**src/rtl/isle_pkg.sv**
```systemverilog
package isle_pkg;
  // Derived frequency limits, scaled by the fixed-point fraction.
  function automatic int f_nominal(input int frac);
    return 60 * (1 << frac);
  endfunction

  function automatic int f_low(input int frac);
    return (593 * (1 << frac)) / 10;
  endfunction

  function automatic int f_high(input int frac);
    return (605 * (1 << frac)) / 10;
  endfunction
endpackage

```
**src/rtl/isle_mul_sat.sv**
```systemverilog
module isle_mul_sat #(
  parameter int AW = 16,
  parameter int BW = 16,
  parameter int OW = 16,
  parameter int SH = 8
) (
  input  logic signed [AW-1:0] a,
  input  logic signed [BW-1:0] b,
  output logic signed [OW-1:0] y
);
  localparam int PW = AW + BW;
  localparam logic signed [PW-1:0] MAXV = signed'({{(PW-OW+1){1'b0}}, {(OW-1){1'b1}}});
  localparam logic signed [PW-1:0] MINV = ~MAXV;

  logic signed [PW-1:0] prod;
  logic signed [PW-1:0] shd;

  assign prod = PW'(a) * PW'(b);
  assign shd  = prod >>> SH;

  always_comb begin
    if (shd > MAXV)      y = MAXV[OW-1:0];
    else if (shd < MINV) y = MINV[OW-1:0];
    else                 y = shd[OW-1:0];
  end
endmodule

```
**src/rtl/isle_vstep.sv**
```systemverilog
module isle_vstep #(
  parameter int W = 16
) (
  input  logic                clk,
  input  logic                rst_n,
  input  logic                stb,
  input  logic signed [W-1:0] vmag,
  output logic signed [W:0]   dv
);
  logic signed [W-1:0] vprev_q, vprev_d;
  logic                seen_q, seen_d;

  always_comb begin
    vprev_d = vprev_q;
    seen_d  = seen_q;
    if (stb) begin
      vprev_d = vmag;
      seen_d  = 1'b1;
    end
  end

  always_ff @(posedge clk or negedge rst_n) begin
    if (!rst_n) begin
      vprev_q <= '0;
      seen_q  <= 1'b0;
    end else begin
      vprev_q <= vprev_d;
      seen_q  <= seen_d;
    end
  end

  assign dv = seen_q ? ({vmag[W-1], vmag} - {vprev_q[W-1], vprev_q}) : '0;
endmodule

```
**src/rtl/isle_freq_watch.sv**
```systemverilog
module isle_freq_watch #(
  parameter int W    = 16,
  parameter int FRAC = 8,
  parameter int CW   = 8
) (
  input  logic                clk,
  input  logic                rst_n,
  input  logic                stb,
  input  logic signed [W-1:0] freq,
  input  logic [CW-1:0]       lim_len,
  input  logic                clr,
  output logic                trip_q,
  output logic                trip_nx
);
  import isle_pkg::*;
  localparam logic signed [W-1:0] FLO = W'(f_low(FRAC));
  localparam logic signed [W-1:0] FHI = W'(f_high(FRAC));

  logic [CW-1:0] cnt_q, cnt_d;
  logic [CW:0]   cnt_inc;
  logic [CW:0]   need;
  logic          outside;

  assign outside = (freq < FLO) || (freq > FHI);
  assign need    = (lim_len == '0) ? (CW+1)'(1) : {1'b0, lim_len};
  assign cnt_inc = (&cnt_q) ? {1'b0, cnt_q} : ({1'b0, cnt_q} + 1'b1);

  always_comb begin
    cnt_d   = cnt_q;
    trip_nx = trip_q;
    if (clr) begin
      cnt_d   = '0;
      trip_nx = 1'b0;
    end else if (stb) begin
      if (outside) begin
        cnt_d = cnt_inc[CW-1:0];
        if (cnt_inc >= need) trip_nx = 1'b1;
      end else begin
        cnt_d = '0;
      end
    end
  end

  always_ff @(posedge clk or negedge rst_n) begin
    if (!rst_n) begin
      cnt_q  <= '0;
      trip_q <= 1'b0;
    end else begin
      cnt_q  <= cnt_d;
      trip_q <= trip_nx;
    end
  end
endmodule

```
**src/rtl/isle_ref_inject.sv**
```systemverilog
module isle_ref_inject #(
  parameter int W    = 16,
  parameter int FRAC = 8,
  parameter int CW   = 8
) (
  input  logic                clk,
  input  logic                rst_n,
  input  logic                smp_stb,
  input  logic signed [W-1:0] freq_in,
  input  logic signed [W-1:0] vmag_in,
  input  logic signed [W-1:0] id_base,
  input  logic signed [W-1:0] iq_base,
  input  logic signed [W-1:0] gain_k,
  input  logic [CW-1:0]       trip_len,
  input  logic                trip_clr,
  output logic signed [W-1:0] id_out,
  output logic signed [W-1:0] iq_out,
  output logic                out_en,
  output logic                island_trip
);
  import isle_pkg::*;
  localparam logic signed [W:0]   F0V  = (W+1)'(f_nominal(FRAC));
  localparam logic signed [W-1:0] SMAX = signed'({1'b0, {(W-1){1'b1}}});
  localparam logic signed [W-1:0] SMIN = ~SMAX;
  localparam int NAX = 2;

  // Reset: asserted asynchronously, released on the clock.
  logic [1:0] rsync_q;
  logic       rst_ni;
  always_ff @(posedge clk or negedge rst_n) begin
    if (!rst_n) rsync_q <= 2'b00;
    else        rsync_q <= {rsync_q[0], 1'b1};
  end
  assign rst_ni = rsync_q[1];

  logic signed [W:0]   df;
  logic signed [W:0]   dv;
  logic signed [W-1:0] kf;
  logic signed [W-1:0] q_term, d_term;
  logic                trip_q, trip_nx;

  assign df = {freq_in[W-1], freq_in} - F0V;

  isle_vstep #(.W(W)) u_vstep (
    .clk(clk), .rst_n(rst_ni), .stb(smp_stb), .vmag(vmag_in), .dv(dv)
  );

  isle_freq_watch #(.W(W), .FRAC(FRAC), .CW(CW)) u_watch (
    .clk(clk), .rst_n(rst_ni), .stb(smp_stb), .freq(freq_in),
    .lim_len(trip_len), .clr(trip_clr), .trip_q(trip_q), .trip_nx(trip_nx)
  );

  isle_mul_sat #(.AW(W), .BW(W+1), .OW(W), .SH(FRAC)) u_kf (
    .a(gain_k), .b(df), .y(kf)
  );
  isle_mul_sat #(.AW(W), .BW(W), .OW(W), .SH(FRAC)) u_kfi (
    .a(kf), .b(id_base), .y(q_term)
  );
  isle_mul_sat #(.AW(W), .BW(W+1), .OW(W), .SH(FRAC)) u_kv (
    .a(gain_k), .b(dv), .y(d_term)
  );

  logic signed [W-1:0] base_v [NAX];
  logic signed [W-1:0] term_v [NAX];
  logic signed [W-1:0] sum_v  [NAX];
  logic signed [W-1:0] ref_q  [NAX];
  logic signed [W-1:0] ref_d  [NAX];

  assign base_v[0] = id_base;
  assign base_v[1] = iq_base;
  assign term_v[0] = trip_nx ? '0 : d_term;
  assign term_v[1] = trip_nx ? '0 : q_term;

  for (genvar g = 0; g < NAX; g++) begin : g_axis
    logic signed [W:0] wide;
    assign wide = {base_v[g][W-1], base_v[g]} + {term_v[g][W-1], term_v[g]};
    assign sum_v[g] = (wide[W] != wide[W-1]) ? (wide[W] ? SMIN : SMAX) : wide[W-1:0];

    always_comb begin
      ref_d[g] = ref_q[g];
      if (smp_stb) ref_d[g] = sum_v[g];
    end

    always_ff @(posedge clk or negedge rst_ni) begin
      if (!rst_ni) ref_q[g] <= '0;
      else         ref_q[g] <= ref_d[g];
    end
  end

  assign id_out      = ref_q[0];
  assign iq_out      = ref_q[1];
  assign island_trip = trip_q;
  assign out_en      = ~trip_q;
endmodule

```
**config.mk**
```make
export PLATFORM = sky130hd
export DESIGN_NAME = isle_ref_inject
export DESIGN_NICKNAME = d
export VERILOG_FILES = /design/src/rtl/isle_pkg.sv /design/src/rtl/isle_mul_sat.sv /design/src/rtl/isle_vstep.sv /design/src/rtl/isle_freq_watch.sv /design/src/rtl/isle_ref_inject.sv
export SDC_FILE = /design/constraint.sdc
export NUM_CORES = 2
export LEC_CHECK = 0
export BUFFER_PORTS_ARGS = -buffer_cell sky130_fd_sc_hd__buf_2
export CAP_MARGIN = 30
export CORE_ASPECT_RATIO = 1.25
export CORE_MARGIN = 2
export CORE_UTILIZATION = 45
export CTS_BUF_LIST = sky130_fd_sc_hd__clkbuf_8
export DETAILED_ROUTE_END_ITERATION = 12
export GPL_TIMING_DRIVEN = 1
export PLACE_DENSITY_LB_ADDON = 0.25
export SYNTH_ARGS = -nofsm -noshare
export SYNTH_HDL_FRONTEND = slang
export SYNTH_SLANG_ARGS = --single-unit
export TNS_END_PERCENT = 20
```
**constraint.sdc**
```tcl
create_clock -name clk -period 5.8 [get_ports clk]
set_clock_uncertainty 0.2 [all_clocks]
set_input_delay 1.74 -clock clk [delete_from_list [all_inputs] [get_ports clk]]
set_output_delay 1.74 -clock clk [all_outputs]
set_load 0.03 [all_outputs]
```
# ---- Yosys cells after proc, flatten, opt, wreduce, memory -nomap -nowiden
# Index checks and enable logic that the tools add are counted.
dict set report op_classes {
  n_lt_le_gt_ge 9
  n_reduce_logical 4
  muxes 22
  eq_ne 2
  bitwise_logic 1
  multipliers 3
  addsub 5
}
# op n
set op_table {}
lappend op_table {{two-way mux 16 bit} 12}
lappend op_table {{multiplier 16 x 17 -> 33 bit} 2}
lappend op_table {{greater-than comparator 25 x 16 -> 1 bit (second input constant)} 2}
lappend op_table {{less-than comparator 25 x 16 -> 1 bit (second input constant)} 2}
lappend op_table {{adder 16 x 16 -> 17 bit} 2}
lappend op_table {{multiplier 16 x 16 -> 32 bit} 1}
lappend op_table {{two-way mux 8 bit} 4}
lappend op_table {{greater-than comparator 24 x 16 -> 1 bit (second input constant)} 1}
lappend op_table {{less-than comparator 24 x 16 -> 1 bit (second input constant)} 1}
lappend op_table {{two-way mux 17 bit} 1}
lappend op_table {{subtractor 16 x 15 -> 17 bit (second input constant)} 1}
lappend op_table {{subtractor 16 x 16 -> 17 bit} 1}
lappend op_table {{greater-than comparator 16 x 15 -> 1 bit (second input constant)} 1}
lappend op_table {{less-than comparator 16 x 15 -> 1 bit (second input constant)} 1}
lappend op_table {{adder 8 x 1 -> 9 bit (second input constant)} 1}
lappend op_table {{greater-or-equal comparator 9 bit} 1}
lappend op_table {{two-way mux 9 bit} 1}
lappend op_table {{zero test 8 bit} 1}
lappend op_table {{AND reduction 8 bit} 1}
lappend op_table {{two-way mux 1 bit} 4}
lappend op_table {{!= test 1 bit} 2}
lappend op_table {{nonzero test 2 bit} 1}
lappend op_table {{logical OR 1 bit} 1}
lappend op_table {{NOT 1 bit} 1}
dict set report totals {
  elab_cells 53
  ff_bits 60
}

# ---- Logic depth before layout (Yosys ltp)
dict set report depth {
  ltp_word 13
  depth_mapped 79
}

# ---- By module
# A second synthesis with hierarchy kept.
dict set report hier_totals {
  hier_cells 4285
  hier_area_um2 37632.3
}
# module instances seq_area_each_um2 cells_each area_each_um2
set by_module_without_submodules {}
lappend by_module_without_submodules {{isle_mul_sat (u_kv)} 1 0.0 1236 10928.0}
lappend by_module_without_submodules {{isle_mul_sat (u_kf)} 1 0.0 1233 10835.4}
lappend by_module_without_submodules {{isle_mul_sat (u_kfi)} 1 0.0 1133 10065.9}
lappend by_module_without_submodules {isle_ref_inject 1 850.8 377 3359.5}
lappend by_module_without_submodules {isle_vstep 1 425.4 199 1522.7}
lappend by_module_without_submodules {isle_freq_watch 1 225.2 107 920.9}

# ---- Worst setup path before layout
# Ideal clock, no wire load.
dict set report synth_timing {
  path_type {input-to-reg}
  startpoint {in freq_in[10]}
  endpoint {reg ref_q (netlist bit iq_out[14])}
  t_required_ns 5.475
  t_arrival_ns 18.196
  path_slack_ns -12.721
  path_stages 73
  path_cell_list {ha_1 > nand3_1 > a21o_1 > clkbuf_1 > nand2_1 > inv_1 > fa_1 > fa_1 > clkbuf_1 > xnor2_1 > xnor2_1 > fa_1 > fa_1 > inv_1 > fa_1 > inv_1 > ha_1 > clkbuf_1 > [... 37 more ...] > ha_1 > inv_1 > fa_1 > nor2b_1 > o21ai_0 > a21boi_0 > o21ai_0 > a21boi_0 > o21ai_0 > a21boi_0 > o21ai_0 > a21boi_0 > o21a_1 > o21ai_0 > a21oi_1 > clkbuf_1 > maj3_1 > mux2_2}
}
dict set report synth_between {
  elab_chain_cells 13
  word_cells_on_any_way 22
  classes_between {add/sub (2); mul (2); order compare (6); eq/ne (1); mux (10); reduce/logical (1)}
}
# item line_no
set synth_rtl {}
lappend synth_rtl {{start: declaration} isle_ref_inject.sv:9} ;# input logic signed [W-1:0] freq_in,
lappend synth_rtl {{subtractor 16 x 15 -> 17 bit} isle_ref_inject.sv:42} ;# assign df = {freq_in[W-1], freq_in} - F0V;
lappend synth_rtl {{multiplier 16 x 17 -> 33 bit} isle_mul_sat.sv:18} ;# assign prod = PW'(a) * PW'(b);
lappend synth_rtl {{less-than comparator 25 x 16 -> 1 bit} isle_mul_sat.sv:23} ;# else if (shd < MINV) y = MINV[OW-1:0];
lappend synth_rtl {{two-way mux 16 bit} isle_mul_sat.sv:23}
lappend synth_rtl {{two-way mux 16 bit} isle_mul_sat.sv:22} ;# if (shd > MAXV) y = MAXV[OW-1:0];
lappend synth_rtl {{multiplier 16 x 16 -> 32 bit} isle_mul_sat.sv:18}
lappend synth_rtl {{less-than comparator 24 x 16 -> 1 bit} isle_mul_sat.sv:23}
lappend synth_rtl {{two-way mux 16 bit} isle_mul_sat.sv:23}
lappend synth_rtl {{two-way mux 16 bit} isle_mul_sat.sv:22}
lappend synth_rtl {{two-way mux 16 bit (*)} isle_ref_inject.sv:72} ;# assign term_v[1] = trip_nx ? '0 : q_term;
lappend synth_rtl {{adder 16 x 16 -> 17 bit (*)} isle_ref_inject.sv:76} ;# assign wide = {base_v[g][W-1], base_v[g]} + {term_v[g][W-1], term_v[g]};
lappend synth_rtl {{two-way mux 16 bit or != test 1 bit (tied branches)} isle_ref_inject.sv:77} ;# assign sum_v[g] = (wide[W] != wide[W-1]) ? (wide[W] ? SMIN : SMAX) : wide[W-1:0];
lappend synth_rtl {{two-way mux 16 bit (*)} isle_ref_inject.sv:77}
lappend synth_rtl {{end signal: indexed assignment} isle_ref_inject.sv:86} ;# else ref_q[g] <= ref_d[g];
lappend synth_rtl {{end: declaration} isle_ref_inject.sv:66} ;# logic signed [W-1:0] ref_q [NAX];
# Every way passes the cells marked *; elsewhere a longest branch is shown, timed or not.
# A chain may end at the register's enable or synchronous reset.

# ---- Final worst setup path
dict set report layout_timing {
  startpoint {in freq_in[10]}
  endpoint {reg ref_q (netlist bit iq_out[2])}
}
# Same word-level chain as after synthesis.

==> flow_metrics.py <==
metrics = {
    "global_routing": {
        "antenna_found_initial": 4,
        "use_met1": 0.320,
        "grt_first_pass_wirelength_microns": 169000,
        "grt.met2_usage": 0.460,
        "grt_pass1_vias": 32700,
        "gr-usage-met3": 0.0251,
        "grt_start_max_net_pins": 82,
        "gr-usage-all-layers": 0.256,
        "grt.overflow.total": 0,
        "top_usage_layer": "met2",
    },
    "layout": {
        "nets": 6051,
        "layout-drive-gt1-share": 0.247,
        "layout.cells.non_filler": 5919,
        "final_core_util": 0.567,
        "syn2layout_area_growth_pct": 25.4,
    },
    "setup_path": {
        "r2r-start": "u_vstep.vprev_q[1]",
        "cp.depth": 74,
        "crit_path_max_fanout": 8,
        "critPathKind": "input port to flop",
        "critPathBufInv": 18,
        "start_kind": "input port",
        "crit_arrival_ns": 17.26,
        "timing.rr.end": "id_out[6]",
        "cp_slowest_cell": "or4_4",
        "ff2ff_path_depth": 62,
        "reg2reg_slack_ns": -6.99,
        "startpoint": "freq_in[10]",
        "cp-endpoint": "iq_out[2]",
        "required_ns": 5.85,
        "max_stage_delay_ns": 0.53,
        "cpMostUsedCell": "fa_1",
        "path_delay_family": "adder cells",
        "crit_path_end_kind": "flop",
    },
    "yosys": {
        "yosys.area.top_type_share": 0.448,
        "post_synth.cell_area_avg_sq_um": 8.79,
        "syn-cell-area_sq_mm": 0.0361,
        "yosysTopAreaCell": "fa_1",
        "synth_area_leaders": "fa_1, ha_1, inv_1, nand2_1, and2_1",
        "async_flop_share": 1.00,
        "synth-edff-count": 0,
        "syn_inst": 4108,
        "ys_seq_area_frac": 0.0416,
        "synth.distinct_cells": 81,
        "synth-main-ff-cell": "dfrtp_1",
        "synth_nets": 5308,
        "synth_seq_cells": 60,
        "ys_warn_count": 0,
    },
    "hold_path": {
        "hold_path_class": "flop to asynchronous set/reset pin",
    },
    "timing": {
        "maxSlewViolCount": 0,
        "setup_violations": 32,
        "fmax_mhz": 58.1,
        "setup_ws_ns": -11.41,
        "worst_hold_slack_ns": -0.0164,
        "min_period_ns": 17.21,
        "slew-limit-headroom": 0.360,
        "tns_ns": -309.58,
        "hold_violations": 17,
        "worst_slew_pin_slew_ns": 0.960,
        "finalCritPeriodShare": 2.97,
        "rsz0062_at_grt": "yes",
    },
    "clock_network": {
        "h-tree-depth": 3,
        "clock_latency_ns": 0.36,
        "numCtsBuffers": 9,
        "clk_pin_slew_worst_paths_ns": 0.08,
        "clk_path_buf_depth": 2,
        "cts_tree": "done",
        "cts_root_buffer": "clkbuf_8",
        "clkSinkCount": 60,
        "postCtsHoldBufs": 0,
    },
    "placement": {
        "dp_cells": 5832,
        "portBuffers": 125,
        "gp_congestion": 0.907,
        "hpwlAfterDp_microns": 86100,
    },
    "detailed_routing": {
        "via_per_inst": 5.02,
        "wire_per_inst_microns": 16.9,
        "drt_iter0_markers": 1457,
        "vias": 29700,
        "antenna_left": 0,
        "drc": 0,
        "drt_first_pass_iters": 7,
        "wirelength_microns": 100000,
    },
    "run_status": {
        "violations": "hold timing, setup timing",
        "outcome": "finished, violations left",
    },
    "floorplanning": {
        "initial_utilization": 0.452,
        "rows": 116,
        "core_region_area_sq_mm": 0.0798,
        "io_pins": 126,
        "die_w_microns": 257,
        "die_h_microns": 321,
        "dieArea_sq_mm": 0.0825,
    },
    "flow_run": {
        "drv_cap": 0,
    },
}
layer usage:
| metal | wire (microns) | up-vias |
|---|---|---|
| met5 | 38 | - |
| met4 | 4520 | 6 |
| met3 | 4190 | 209 |
| met2 | 51400 | 636 |
| met1 | 40000 | 15000 |
| li1 | - | 13900 |
cell usage in the layout, fill, tap and decap left out, types with 9 or more instances in the layout:
master    instances
nor3_1           12
maj3_1            9
o21ai_1          20
a21oi_1          71
buf_4           719
a21oi_2          33
nor2b_1          44
o21ai_0          83
nand4_1          12
o211ai_1          9
and3_1           86
nor2_1          102
xnor2_1          92
nand2_2          13
a21o_1           74
buf_12           34
nand2b_1         48
inv_2            17
ha_4             25
dfrtp_1          58
nand3_1          29
or2_2            12
clkbuf_8         10
a21o_4           11
mux2_2           15
and2_1          250
xor2_1           27
buf_6            21
fa_1            791
buf_2           122
nand2_1         496
fa_2             16
ha_1            273
o21a_1           16
o21ai_2          25
inv_1           950
and2_4           14
layout make-up:
cell class	instances	area, sq um
Tap cell	1062	1330
Sequential cell	60	1500
Fill cell	7189	34500
Timing Repair Buffer	902	7080
Clock inverter	6	42.5
Multi-Input combinational cell	2911	31600
Clock buffer	10	138
Inverter	967	3630
Antenna cell	1	2.50
worst reg2reg max path, delay by kind of cell, from the launching register on:
kind            cells  cell delay, ns
fa+ha+maj          11            4.30
simple gates        8            1.17
mux                 1            0.27
flops               1            0.38
buf+inv            12            1.27
compound gates     29            4.86
xor+xnor            1            0.27
logic make-up (layout without fill, tap and decap cells):
logic type / Yosys count / in the layout / share of synthesized area
flops: 60 / 60 / 0.0416
simple gates: 1175 / 1177 / 0.161
mux: 23 / 23 / 0.00693
compound gates: 459 / 460 / 0.0843
other cells: 1 / 2 / 0.000104
fa+ha+maj: 1119 / 1119 / 0.555
buf+inv: 1140 / 1885 / 0.119
xor+xnor: 131 / 131 / 0.0320
synth_stat cells, types with 6 or more instances:
cell and instances:
ha_1 301, a211o_1 6, maj3_1 11, xor2_1 29, o31a_1 7, nor3_1 15, fa_1 807, a211oi_1 7
o21ai_2 10, dfrtp_1 60, nor4_1 7, and2_1 263, a21oi_1 107, o221a_2 9, a21o_1 85, nand3_1 30
inv_1 966, o22ai_1 8, xnor2_1 101, nand2_1 509, clkbuf_1 167, nand4_1 12, mux2_2 16, o211ai_1 9
a21boi_0 15, mux2i_1 7, and3_1 90, nand2b_1 50, nor2_1 107, o21a_1 16, nor2b_1 47, o2111ai_1 6
o21ai_0 116, or2_2 12
how the worst min path moves through the flow:
stage | start | end | slack (ns) | cells past startpoint
after floorplan | rsync_q[0] | rsync_q[1] | 0.13 | 0
after global placement | rsync_q[1] | iq_out[15] | -0.008 | 0
after detailed placement | rsync_q[1] | iq_out[15] | -0.008 | 0
after CTS | rsync_q[1] | iq_out[15] | 0.0005 | 0
after global routing | rsync_q[1] | iq_out[15] | 0.04 | 0
final | rsync_q[1] | iq_out[15] | -0.02 | 0
timing repair:
action | in CTS | in global routing
endpoints found under the hold margin | 0 | 0
endpoints found under the setup margin | 32 | 32
gates cloned | 9 | 1
pin swaps | 105 | 87
gates resized for setup | 149 | 94
setup buffers | 46 | 17
state kept, by name, indices dropped and copies added, names as in the netlist:
| register | count |
|---|---|
| u_watch.cnt_q | 8 |
| iq_out | 16 |
| id_out | 16 |
| u_vstep.vprev_q | 16 |
| u_watch.trip_q | 1 |
| rsync_q | 2 |
| u_vstep.seen_q | 1 |
through the flow:
stage,hold WS [ns],cell area [sq um],worst slack [ns]
floorplan,0.131,36700,-11.15
detailed placement,-0.00767,43500,-12.12
global route,0.0354,45300,-11.96
CTS,0.000492,44800,-11.25
global placement,-0.00764,43500,-12.08
finish,-0.0164,45300,-11.41
Power is not shown: default switching activity piles up to over one toggle a cycle in this logic, so the estimate is an artifact.
